<file path="src/rtl/uart_txq_pkg.sv">
package uart_txq_pkg;

   typedef enum logic {
      SH_IDLE = 1'b0,
      SH_SEND = 1'b1
   } sh_state_t;

   localparam logic LINE_MARK  = 1'b1;
   localparam logic LINE_SPACE = 1'b0;

   // start bit + data + stop bit
   function automatic int frame_bits(input int data_w);
      return data_w + 2;
   endfunction

endpackage

</file>
<file path="src/rtl/txq_bit_timer.sv">
module txq_bit_timer #(
   parameter int TICKS_PER_BIT = 16
) (
   input  logic clk,
   input  logic rst_n,
   input  logic run,
   input  logic restart,
   input  logic bit_tick,
   output logic bit_end
);

   generate
      if (TICKS_PER_BIT == 1) begin : g_direct
         logic unused_direct;
         assign unused_direct = restart | clk | rst_n;
         assign bit_end = run & bit_tick;
      end else begin : g_count
         localparam int CW = $clog2(TICKS_PER_BIT);
         localparam logic [CW-1:0] LAST = CW'(TICKS_PER_BIT - 1);
         logic [CW-1:0] cnt;

         always_ff @(posedge clk or negedge rst_n) begin
            if (!rst_n) begin
               cnt <= '0;
            end else if (restart) begin
               cnt <= '0;
            end else if (run && bit_tick) begin
               cnt <= (cnt == LAST) ? '0 : cnt + 1'b1;
            end
         end

         assign bit_end = run & bit_tick & (cnt == LAST);

         // the counter is parked at zero whenever no frame is running
         assert_cnt_parked_R4 : assert property (@(posedge clk) disable iff (!rst_n)
            !run |-> (cnt == '0));
      end
   endgenerate

endmodule

</file>
<file path="src/rtl/txq_shifter.sv">
module txq_shifter
   import uart_txq_pkg::*;
#(
   parameter int DATA_W = 8
) (
   input  logic              clk,
   input  logic              rst_n,
   input  logic              load,
   input  logic [DATA_W-1:0] load_data,
   input  logic              bit_end,
   output logic              busy,
   output logic              line,
   output logic              frame_done
);

   localparam int FRAME_W = frame_bits(DATA_W);
   localparam int IDX_W   = $clog2(FRAME_W);
   localparam logic [IDX_W-1:0] LAST_IDX = IDX_W'(FRAME_W - 1);

   sh_state_t          state;
   logic [FRAME_W-1:0] shreg;
   logic [IDX_W-1:0]   idx;
   logic               at_last;

   assign at_last = (idx == LAST_IDX);

   always_ff @(posedge clk or negedge rst_n) begin
      if (!rst_n) begin
         state <= SH_IDLE;
         shreg <= '1;
         idx   <= '0;
      end else if (load) begin
         state <= SH_SEND;
         shreg <= {LINE_MARK, load_data, LINE_SPACE};
         idx   <= '0;
      end else if ((state == SH_SEND) && bit_end) begin
         if (at_last) begin
            state <= SH_IDLE;
            shreg <= '1;
            idx   <= '0;
         end else begin
            shreg <= {LINE_MARK, shreg[FRAME_W-1:1]};
            idx   <= idx + 1'b1;
         end
      end
   end

   assign busy       = (state == SH_SEND);
   assign line       = busy ? shreg[0] : LINE_MARK;
   assign frame_done = busy & bit_end & at_last;

   // a loaded frame opens with a start bit
   assert_start_bit_R4 : assert property (@(posedge clk) disable iff (!rst_n)
      load |=> (busy && (line == LINE_SPACE)));

   // the last bit of every frame is the stop bit
   assert_stop_last_R4 : assert property (@(posedge clk) disable iff (!rst_n)
      frame_done |-> (line == LINE_MARK));

endmodule

</file>
<file path="src/rtl/txq_holding.sv">
module txq_holding #(
   parameter int DATA_W = 8
) (
   input  logic              clk,
   input  logic              rst_n,
   input  logic              tx_en,
   input  logic              wr_en,
   input  logic [DATA_W-1:0] wr_data,
   input  logic              load,
   input  logic              frame_done,
   output logic              hold_valid,
   output logic [DATA_W-1:0] hold_data,
   output logic              hold_empty,
   output logic              tx_done
);

   logic en_q;
   logic en_rise;
   logic wr_ok;
   logic drained;

   assign en_rise = tx_en & ~en_q;
   assign wr_ok   = wr_en & tx_en & ~hold_valid;
   assign drained = frame_done & ~load;

   always_ff @(posedge clk or negedge rst_n) begin
      if (!rst_n) begin
         en_q       <= 1'b0;
         hold_valid <= 1'b0;
         hold_data  <= '0;
         hold_empty <= 1'b0;
         tx_done    <= 1'b0;
      end else begin
         en_q <= tx_en;

         if (!tx_en) begin
            hold_valid <= 1'b0;
         end else if (load) begin
            hold_valid <= 1'b0;
         end else if (wr_ok) begin
            hold_valid <= 1'b1;
            hold_data  <= wr_data;
         end

         if (wr_ok) begin
            hold_empty <= 1'b0;
         end else if (en_rise || load || drained) begin
            hold_empty <= 1'b1;
         end

         if (wr_ok) begin
            tx_done <= 1'b0;
         end else if (en_rise || drained) begin
            tx_done <= 1'b1;
         end
      end
   end

   assert_wr_clears_R3 : assert property (@(posedge clk) disable iff (!rst_n)
      (wr_en && tx_en && !hold_valid) |=> (hold_valid && !hold_empty && !tx_done));

   assert_enable_sets_R2 : assert property (@(posedge clk) disable iff (!rst_n)
      (tx_en && !en_q && !wr_en) |=> (hold_empty && tx_done));

   assert_drop_disabled_R10 : assert property (@(posedge clk) disable iff (!rst_n)
      !tx_en |=> !hold_valid);

   assert_full_keeps_R10 : assert property (@(posedge clk) disable iff (!rst_n)
      (hold_valid && tx_en && !load) |=> (hold_valid && $stable(hold_data)));

endmodule

</file>
<file path="src/rtl/uart_txq.sv">
module uart_txq #(
   parameter int DATA_W        = 8,
   parameter int TICKS_PER_BIT = 16
) (
   input  logic              clk,
   input  logic              rst_n,
   input  logic              bit_tick,
   input  logic              tx_en,
   input  logic              wr_en,
   input  logic [DATA_W-1:0] wr_data,
   input  logic              empty_ie,
   input  logic              done_ie,
   input  logic              gpio_out,
   output logic              txd,
   output logic              pin_owned,
   output logic              hold_empty,
   output logic              tx_done,
   output logic              irq
);

   generate
      if (DATA_W < 1) begin : g_bad_width
         $error("uart_txq: DATA_W must be at least 1");
      end
      if (TICKS_PER_BIT < 1) begin : g_bad_ticks
         $error("uart_txq: TICKS_PER_BIT must be at least 1");
      end
   endgenerate

   logic              busy;
   logic              line;
   logic              frame_done;
   logic              bit_end;
   logic              load;
   logic              hold_valid;
   logic [DATA_W-1:0] hold_data;
   logic              owned_q;

   assign load = hold_valid & tx_en & (~busy | frame_done);

   txq_bit_timer #(
      .TICKS_PER_BIT(TICKS_PER_BIT)
   ) u_timer (
      .clk      (clk),
      .rst_n    (rst_n),
      .run      (busy),
      .restart  (load),
      .bit_tick (bit_tick),
      .bit_end  (bit_end)
   );

   txq_shifter #(
      .DATA_W(DATA_W)
   ) u_shift (
      .clk        (clk),
      .rst_n      (rst_n),
      .load       (load),
      .load_data  (hold_data),
      .bit_end    (bit_end),
      .busy       (busy),
      .line       (line),
      .frame_done (frame_done)
   );

   txq_holding #(
      .DATA_W(DATA_W)
   ) u_hold (
      .clk        (clk),
      .rst_n      (rst_n),
      .tx_en      (tx_en),
      .wr_en      (wr_en),
      .wr_data    (wr_data),
      .load       (load),
      .frame_done (frame_done),
      .hold_valid (hold_valid),
      .hold_data  (hold_data),
      .hold_empty (hold_empty),
      .tx_done    (tx_done)
   );

   // pin ownership: taken with the enable, returned on a tick once idle
   always_ff @(posedge clk or negedge rst_n) begin
      if (!rst_n) begin
         owned_q <= 1'b0;
      end else if (tx_en) begin
         owned_q <= 1'b1;
      end else if (bit_tick && !busy) begin
         owned_q <= 1'b0;
      end
   end

   assign pin_owned = owned_q;
   assign txd       = owned_q ? line : gpio_out;
   assign irq       = (hold_empty & empty_ie) | (tx_done & done_ie);

   assert_busy_owns_R9 : assert property (@(posedge clk) disable iff (!rst_n)
      busy |-> pin_owned);

   assert_release_tick_R8 : assert property (@(posedge clk) disable iff (!rst_n)
      $fell(pin_owned) |-> $past(bit_tick));

   assert_no_start_disabled_R9 : assert property (@(posedge clk) disable iff (!rst_n)
      (!tx_en && !busy) |=> !busy);

   assert_irq_source_R7 : assert property (@(posedge clk) disable iff (!rst_n)
      irq |-> (empty_ie || done_ie));

endmodule

</file>
<file path="config.mk">
export PLATFORM = sky130hd
export DESIGN_NAME = uart_txq
export DESIGN_NICKNAME = d
export VERILOG_FILES = /design/src/rtl/uart_txq_pkg.sv /design/src/rtl/txq_bit_timer.sv /design/src/rtl/txq_shifter.sv /design/src/rtl/txq_holding.sv /design/src/rtl/uart_txq.sv
export SDC_FILE = /design/constraint.sdc
export NUM_CORES = 1
export LEC_CHECK = 0
export ABC_AREA = 0
export BUFFER_PORTS_ARGS = -buffer_cell sky130_fd_sc_hd__buf_4
export CAP_MARGIN = 20
export CORE_ASPECT_RATIO = 1.2
export CORE_MARGIN = 2
export CORE_UTILIZATION = 40
export CTS_BUF_LIST = sky130_fd_sc_hd__clkbuf_8
export DETAILED_ROUTE_END_ITERATION = 16
export PLACE_DENSITY = 0.6
export RECOVER_POWER = 100
export SLEW_MARGIN = 20
export SYNTH_ARGS = -nofsm -noshare
export SYNTH_HDL_FRONTEND = slang
export SYNTH_SLANG_ARGS = --single-unit
</file>
<file path="constraint.sdc">
create_clock -name clk -period 2.4 [get_ports clk]
set_clock_uncertainty 0.15 [all_clocks]
set_input_delay 0.24 -clock clk [delete_from_list [all_inputs] [get_ports clk]]
set_output_delay 0.24 -clock clk [all_outputs]
set_load 0.05 [all_outputs]
</file>
==> results of run 1 <==
==> critical path: stages (launching register included) <==
cell	delay, ps
dfrtp_1	550
nand2_1	430
or4_1	630
a31oi_1	170
==> worst max path at each step <==
stage                      startpoint        endpoint  slack [ps]  cells past startpoint
4_1_cts        u_timer.g_count.cnt[0]  u_shift.idx[3]         550                      4
3_3_place_gp           u_shift.idx[0]  u_shift.idx[2]         630                      4
3_5_place_dp   u_timer.g_count.cnt[0]  u_shift.idx[3]         560                      4
2_1_floorplan               pin_owned             txd         480                      2
6_report                 u_shift.busy  u_shift.idx[3]         390                      3
5_1_grt                  u_shift.busy  u_shift.idx[3]         280                      3
==> repair_timing <==
item | in CTS | in global routing
resized for setup | 0 | 0
hold buffers | 2 | 0
hold endpoints to repair | 23 | 0
==> registers in the layout (all words and copies together), names as in the netlist <==
signal,count
u_hold.hold_valid,1
u_hold.tx_done,1
u_hold.hold_data,8
u_shift.busy,1
u_shift.idx,4
u_timer.g_count.cnt,4
u_hold.en_q,1
u_shift.shreg,9
u_hold.hold_empty,1
pin_owned,1
==> metrics by stage <==
step | instance area, um^2 | utilization | total power, mW
after CTS | 1849 | 0.5007 | 1.878
after floorplan | 1559 | - | 1.208
after global routing | 1822 | 0.4932 | 1.955
after detailed placement | 1712 | 0.4634 | 1.341
final | 1822 | 0.4932 | 1.841
after global placement | 1712 | 0.4634 | 1.318
==> kinds of logic (layout without fill, tap and decap cells) <==
kind of cell    Yosys count  count (layout)  synth area share
simple gates             49              49            0.1854
compound gates           39              39            0.1726
flops                    31              31            0.5048
buf+inv                  14              33           0.04976
mux                       8               8           0.05779
fa+ha+maj                 3               3           0.02408
xor+xnor                  1               1          0.005619
==> metal layers <==
| metal | GRT usage | part of all wire | wire (um) |
|---|---|---|---|
| met5 | 0 | 0 | 0 |
| met4 | 0.06522 | 0.018 | 55 |
| met3 | 0.04813 | 0.038 | 120 |
| met2 | 0.2748 | 0.52 | 1620 |
| met1 | 0.2007 | 0.42 | 1323 |
==> Yosys cell counts, drive strengths merged (2+ instances only) <==
cell type  count
a211oi        15
a21oi          6
a31oi          2
and3b          2
buf            8
clkbuf         4
dfrtp         22
dfstp          9
ha             3
inv            2
mux2           8
nand2          5
nand3          5
nand3b         4
nand4          2
nor2          12
nor4           8
o21ai          6
o31ai          2
or2b           2
or4            4
==> area by class of cell <==
cell class,instances,area share
Clock buffer,6,0.04533
Clock inverter,2,0.01923
Inverter,2,0.004121
Multi-Input combinational cell,100,0.3798
Sequential cell,31,0.4320
Tap cell,52,0.03571
Timing Repair Buffer,23,0.08379
==> power by group through the flow <==
stage	Sequential, mW	Combinational (mW)	Clock [mW]
CTS	0.874	0.464	0.541
detailed placement	0.882	0.459	0
global route	0.897	0.492	0.566
global placement	0.876	0.442	0
finish	0.874	0.438	0.529
floorplan	0.868	0.340	0
==> results.py, run 1 <==
metrics = {
    "logic_synthesis": {
        "synth.yosys.seq_area_share": 0.5048,
        "avgSynthCellArea_um2": 10.75,
        "synth_seq_cells": 31,
        "synth.area.top_cells": "dfrtp_1 35%, dfstp_2 15%, a211oi_1 7.2%",
        "synth_edf_count": 0,
        "syn_nets": 164,
        "yosysTopAreaCellShare": 0.3531,
        "postSynthCellCount": 145,
        "yosysWarnings": 0,
        "async_reset_ff_frac": 1.000,
        "syn_area_mm2": 0.001559,
        "ys.flop_type": "dfrtp_1",
        "netlist.top_cell.by_area": "dfrtp_1",
        "ys_types": 39,
    },
    "run_status": {
        "status": "finished, final reports clean",
    },
    "worst_setup_path": {
        "worst_r2r_path_depth": 3,
        "r2r-start": "u_shift.busy",
        "r2r_slack_ps": 390,
        "rr_endpoint": "u_shift.idx[3]",
        "cp-start-kind": "register",
        "cp.required_ps": 2460,
        "worstSetupEndpointType": "register",
        "worst-setup-path-type": "reg2reg",
        "critPathMaxFanout": 20,
        "critPathArrivalTime_ps": 2070,
    },
    "placement": {
        "post-dp-hpwl_um": 2221,
        "dp_cells": 206,
        "dp_slack_ps": 564.5,
        "portBuffers": 20,
        "gp_congestion": 0.7098,
    },
    "sta": {
        "drv_slew": 0,
        "slew_headroom": 0.4954,
        "max_freq_mhz": 496.6,
        "post-route-period-util": 0.8391,
        "finalSetupViolCount": 0,
        "hold_violations": 0,
        "layout_min_cycle_time_ps": 2014,
        "worst_slew_pin_slew_ps": 756.9,
        "setup_tns_ps": 0,
        "whs_ps": 32.04,
        "worst_slack_ps": 386.2,
        "rsz0062_at_grt": "false",
    },
    "clocking": {
        "clockRootBuffer": "clkbuf_8",
        "cts_buffers": 5,
        "ctsLongestPathBuffers": 2,
        "cts_tree": "done",
        "clock-sinks": 31,
        "cts.clk_slew.worst_paths_ps": 60,
        "clock_latency_ps": 290,
        "post-cts-setup-buffers": 0,
        "htreeDepth": 2,
    },
    "cells_and_area": {
        "fin_cells": 216,
        "nNetsFinal": 182,
        "syn2layout_area_growth_pct": 16.85,
        "layout_commonest_cell": "dfrtp_1",
        "regArea_um2": 787.0,
        "antenna-diode-count": 0,
        "nFillCells": 366,
        "final_cell_mix": "22 x dfrtp_1, 15 x a211oi_1, 14 x buf_4",
        "drive_above_1_share": 0.2500,
        "multiInputGateArea_um2": 691.9,
    },
    "power_and_ir_drop": {
        "seq_power_share": 0.475,
        "p_int_mw": 1.264,
        "p_per_area_mw_per_mm2": 1011,
        "switching_power_uw": 577.1,
        "peakVddDrop_v": 0.0005080,
        "leakage_nw": 0.7066,
        "power_frac_comb": 0.238,
        "swShare": 0.3135,
        "clkPwrFrac": 0.287,
    },
    "floorplan": {
        "rows": 24,
        "die_height_um": 72.39,
        "core_area_mm2": 0.003694,
        "start_util": 0.4221,
        "io_pins": 21,
        "die_area_mm2": 0.004415,
        "dieWidth_um": 60.99,
    },
    "route": {
        "drt_wl_total_um": 3120,
        "drtIter0Drc": 50,
        "wl_per_cell_um": 14.44,
        "dr.pass1.iters": 4,
        "vias_per_cell": 5.528,
        "drc": 0,
        "vias": 1194,
        "final_antenna_net_count": 0,
    },
    "global_routing": {
        "grt_start_max_net_pins": 32,
        "overflow": 0,
        "grt_pass1_wl_um": 5402,
        "antenna_found_initial": 0,
        "grt_pass1_vias": 1181,
        "track_usage": 0.1662,
    },
    "hold_path": {
        "hold_path_startpoint": "wr_data[1]",
        "min_to": "u_hold.hold_data[1]",
        "worstHoldPathType": "in2reg",
        "min_path_cells": 2,
    },
    "run": {
        "drv_cap": 0,
    },
}
Power figures use the tool's default switching activity.
==> inputs of run 2 (changes only) <==
--- a/config.mk
+++ b/config.mk
@@ -13,7 +13,7 @@
 export CORE_UTILIZATION = 40
 export CTS_BUF_LIST = sky130_fd_sc_hd__clkbuf_8
 export DETAILED_ROUTE_END_ITERATION = 16
-export PLACE_DENSITY = 0.6
+export PLACE_DENSITY = 0.62
 export RECOVER_POWER = 100
 export SLEW_MARGIN = 20
 export SYNTH_ARGS = -nofsm -noshare
==> constraint.sdc (replaced) <==
create_clock -name clk -period 1.7 [get_ports clk]
set_clock_uncertainty 0.15 [all_clocks]
set_input_delay 0.17 -clock clk [delete_from_list [all_inputs] [get_ports clk]]
set_output_delay 0.17 -clock clk [all_outputs]
set_load 0.05 [all_outputs]
==> run 2 against run 1 <==
Sequential power is 41% higher. Largest cell class unchanged. Non-clock buffer count is 20 higher. Register-to-register slack worse by 350 ps. Critical path depth is 1 higher.
==> results.py, run 2 (synthesis gave the netlist of run 1 again) <==
metrics = {
    "route": {
        "wl_per_cell_um": 15.05,
        "final_antenna_net_count": 0,
        "dr.pass1.iters": 4,
        "drtIter0Drc": 103,
        "drt_wl_total_um": 3552,
        "vias_per_cell": 5.517,
        "drc": 0,
        "vias": 1302,
    },
    "worst_setup_path": {
        "critPathSlowestCell": "or4_4",
        "worst-setup-path-type": "reg2reg",
        "r2r_slack_ps": 40,
        "cp_cell_sequence": "ha_4 > and3b_2 > or4_4 > a21oi_2",
        "cp-start-kind": "register",
        "worstSetupEndpointType": "register",
        "r2r-start": "u_shift.idx[0]",
        "worst_r2r_path_depth": 4,
        "cp.required_ps": 1770,
        "cp-startpoint": "u_shift.idx[0]",
        "critPathMaxFanout": 4,
        "max_stage_delay_ps": 490,
        "critPathArrivalTime_ps": 1740,
    },
    "global_routing": {
        "grt_pass1_vias": 1308,
        "overflow": 0,
        "grt_start_max_net_pins": 32,
        "antenna_found_initial": 0,
        "grt_pass1_wl_um": 5754,
        "track_usage": 0.1762,
    },
    "placement": {
        "dp_slack_ps": 1.153,
        "portBuffers": 20,
        "post-dp-hpwl_um": 2311,
        "place_area_mm2": 0.001805,
        "gp_congestion": 0.7832,
    },
    "sta": {
        "layout_min_cycle_time_ps": 1664,
        "post-route-period-util": 0.9787,
        "worst_slack_ps": 36.17,
        "finalSetupViolCount": 0,
        "max_freq_mhz": 601.0,
        "drv_slew": 0,
        "hold_violations": 0,
        "worst_slew_pin_slew_ps": 777.3,
        "setup_tns_ps": 0,
        "slew_headroom": 0.4818,
    },
    "floorplan": {
        "io_pins": 21,
        "start_util": 0.4221,
        "die_area_mm2": 0.004415,
        "core_area_mm2": 0.003694,
        "dieWidth_um": 60.99,
        "die_height_um": 72.39,
        "rows": 24,
    },
    "run": {
        "drv_cap": 0,
    },
    "power_and_ir_drop": {
        "peakVddDrop_v": 0.0006998,
        "leakage_nw": 0.8093,
        "finalPower_mw": 2.641,
        "p_per_area_mw_per_mm2": 1297,
    },
    "clocking": {
        "clock_latency_ps": 290,
        "clock-sinks": 31,
        "cts.clk_slew.worst_paths_ps": 70,
        "ctsLongestPathBuffers": 2,
        "htreeDepth": 2,
        "clockRootBuffer": "clkbuf_8",
        "cts_buffers": 5,
        "cts_tree": "done",
    },
    "run_status": {
        "status": "finished, final reports clean",
    },
    "cells_and_area": {
        "top_regs": "u_shift.shreg x9, u_hold.hold_data x8",
        "antenna-diode-count": 0,
        "syn2layout_area_growth_pct": 30.58,
        "drive_above_1_share": 0.3533,
        "final_cell_mix": "26 x buf_4, 22 x dfrtp_1, 15 x a211oi_1",
        "fin_util": 0.5512,
        "design_area_mm2": 0.002036,
        "nNetsFinal": 202,
        "largest_reg_flops": 9,
        "regMostFlops": "u_shift.shreg",
        "layout_commonest_cell": "buf_4",
    },
    "hold_path": {
        "hold_path_startpoint": "bit_tick",
        "min_path_cells": 3,
        "worstHoldPathType": "in2reg",
    },
}
-- run 2: timing repair --
| item | 4_1_cts | 5_1_grt |
|---|---|---|
| gates cloned | 0 | 1 |
| buffers inserted | 0 | 1 |
| hold buffers | 10 | 0 |
| pin swaps | 0 | 1 |
| resized for setup | 1 | 11 |
| hold endpoints to repair | 42 | 0 |
| endpoints found under the setup margin | 1 | 11 |
-- run 2: final timing paths --
kind	endpoint
min	u_timer.g_count.cnt[1]
min in group asynchronous	u_shift.idx[2]
max in group asynchronous	u_hold.hold_data[5]
min reg2reg	u_hold.hold_data[2]
max	u_shift.idx[2]
max reg2reg	u_shift.idx[2]
-- run 2: final cells by class --
class | count | area [um^2]
multi-input combinational | 100 | 743.2
inverter | 2 | 7.507
clock buffer | 6 | 82.58
tap | 52 | 65.06
fill | 355 | 1658
sequential | 31 | 787.0
clock inverter | 2 | 8.758
timing repair buffer | 43 | 341.6
-- run 2: stage by stage --
step,hold slack (ps),instances
after CTS,102.5,234
after floorplan,-275.6,145
final,104.2,236
after global placement,-26.16,216
after global routing,145.8,236
after detailed placement,-23.66,216
-- run 2: report_power, final --
| part | internal [mW] | switching [mW] | total (mW) |
|---|---|---|---|
| Clock | 0.320 | 0.275 | 0.595 |
| Sequential | 1.05 | 0.182 | 1.23 |
| Combinational | 0.393 | 0.422 | 0.815 |
| Total | 1.76 | 0.879 | 2.64 |
-- run 2: routing by layer --
| layer | wire [um] | share of wire | global-route usage | vias up |
|---|---|---|---|---|
| li1 | - | - | - | 626 |
| met1 | 1533 | 0.43 | 0.2091 | 644 |
| met3 | 113 | 0.032 | 0.04456 | 8 |
| met5 | 0 | 0 | 0 | - |
| met2 | 1834 | 0.52 | 0.2975 | 24 |
| met4 | 70 | 0.020 | 0.07246 | 0 |
-- run 2: worst max-delay path: cells and delay by family (launching register included) --
| kind | cells | cell delay [ps] |
|---|---|---|
| AOI/OAI and AO/OA | 1 | 140 |
| DFF | 1 | 410 |
| and+or+nand+nor | 2 | 720 |
| adders and majority gates | 1 | 180 |
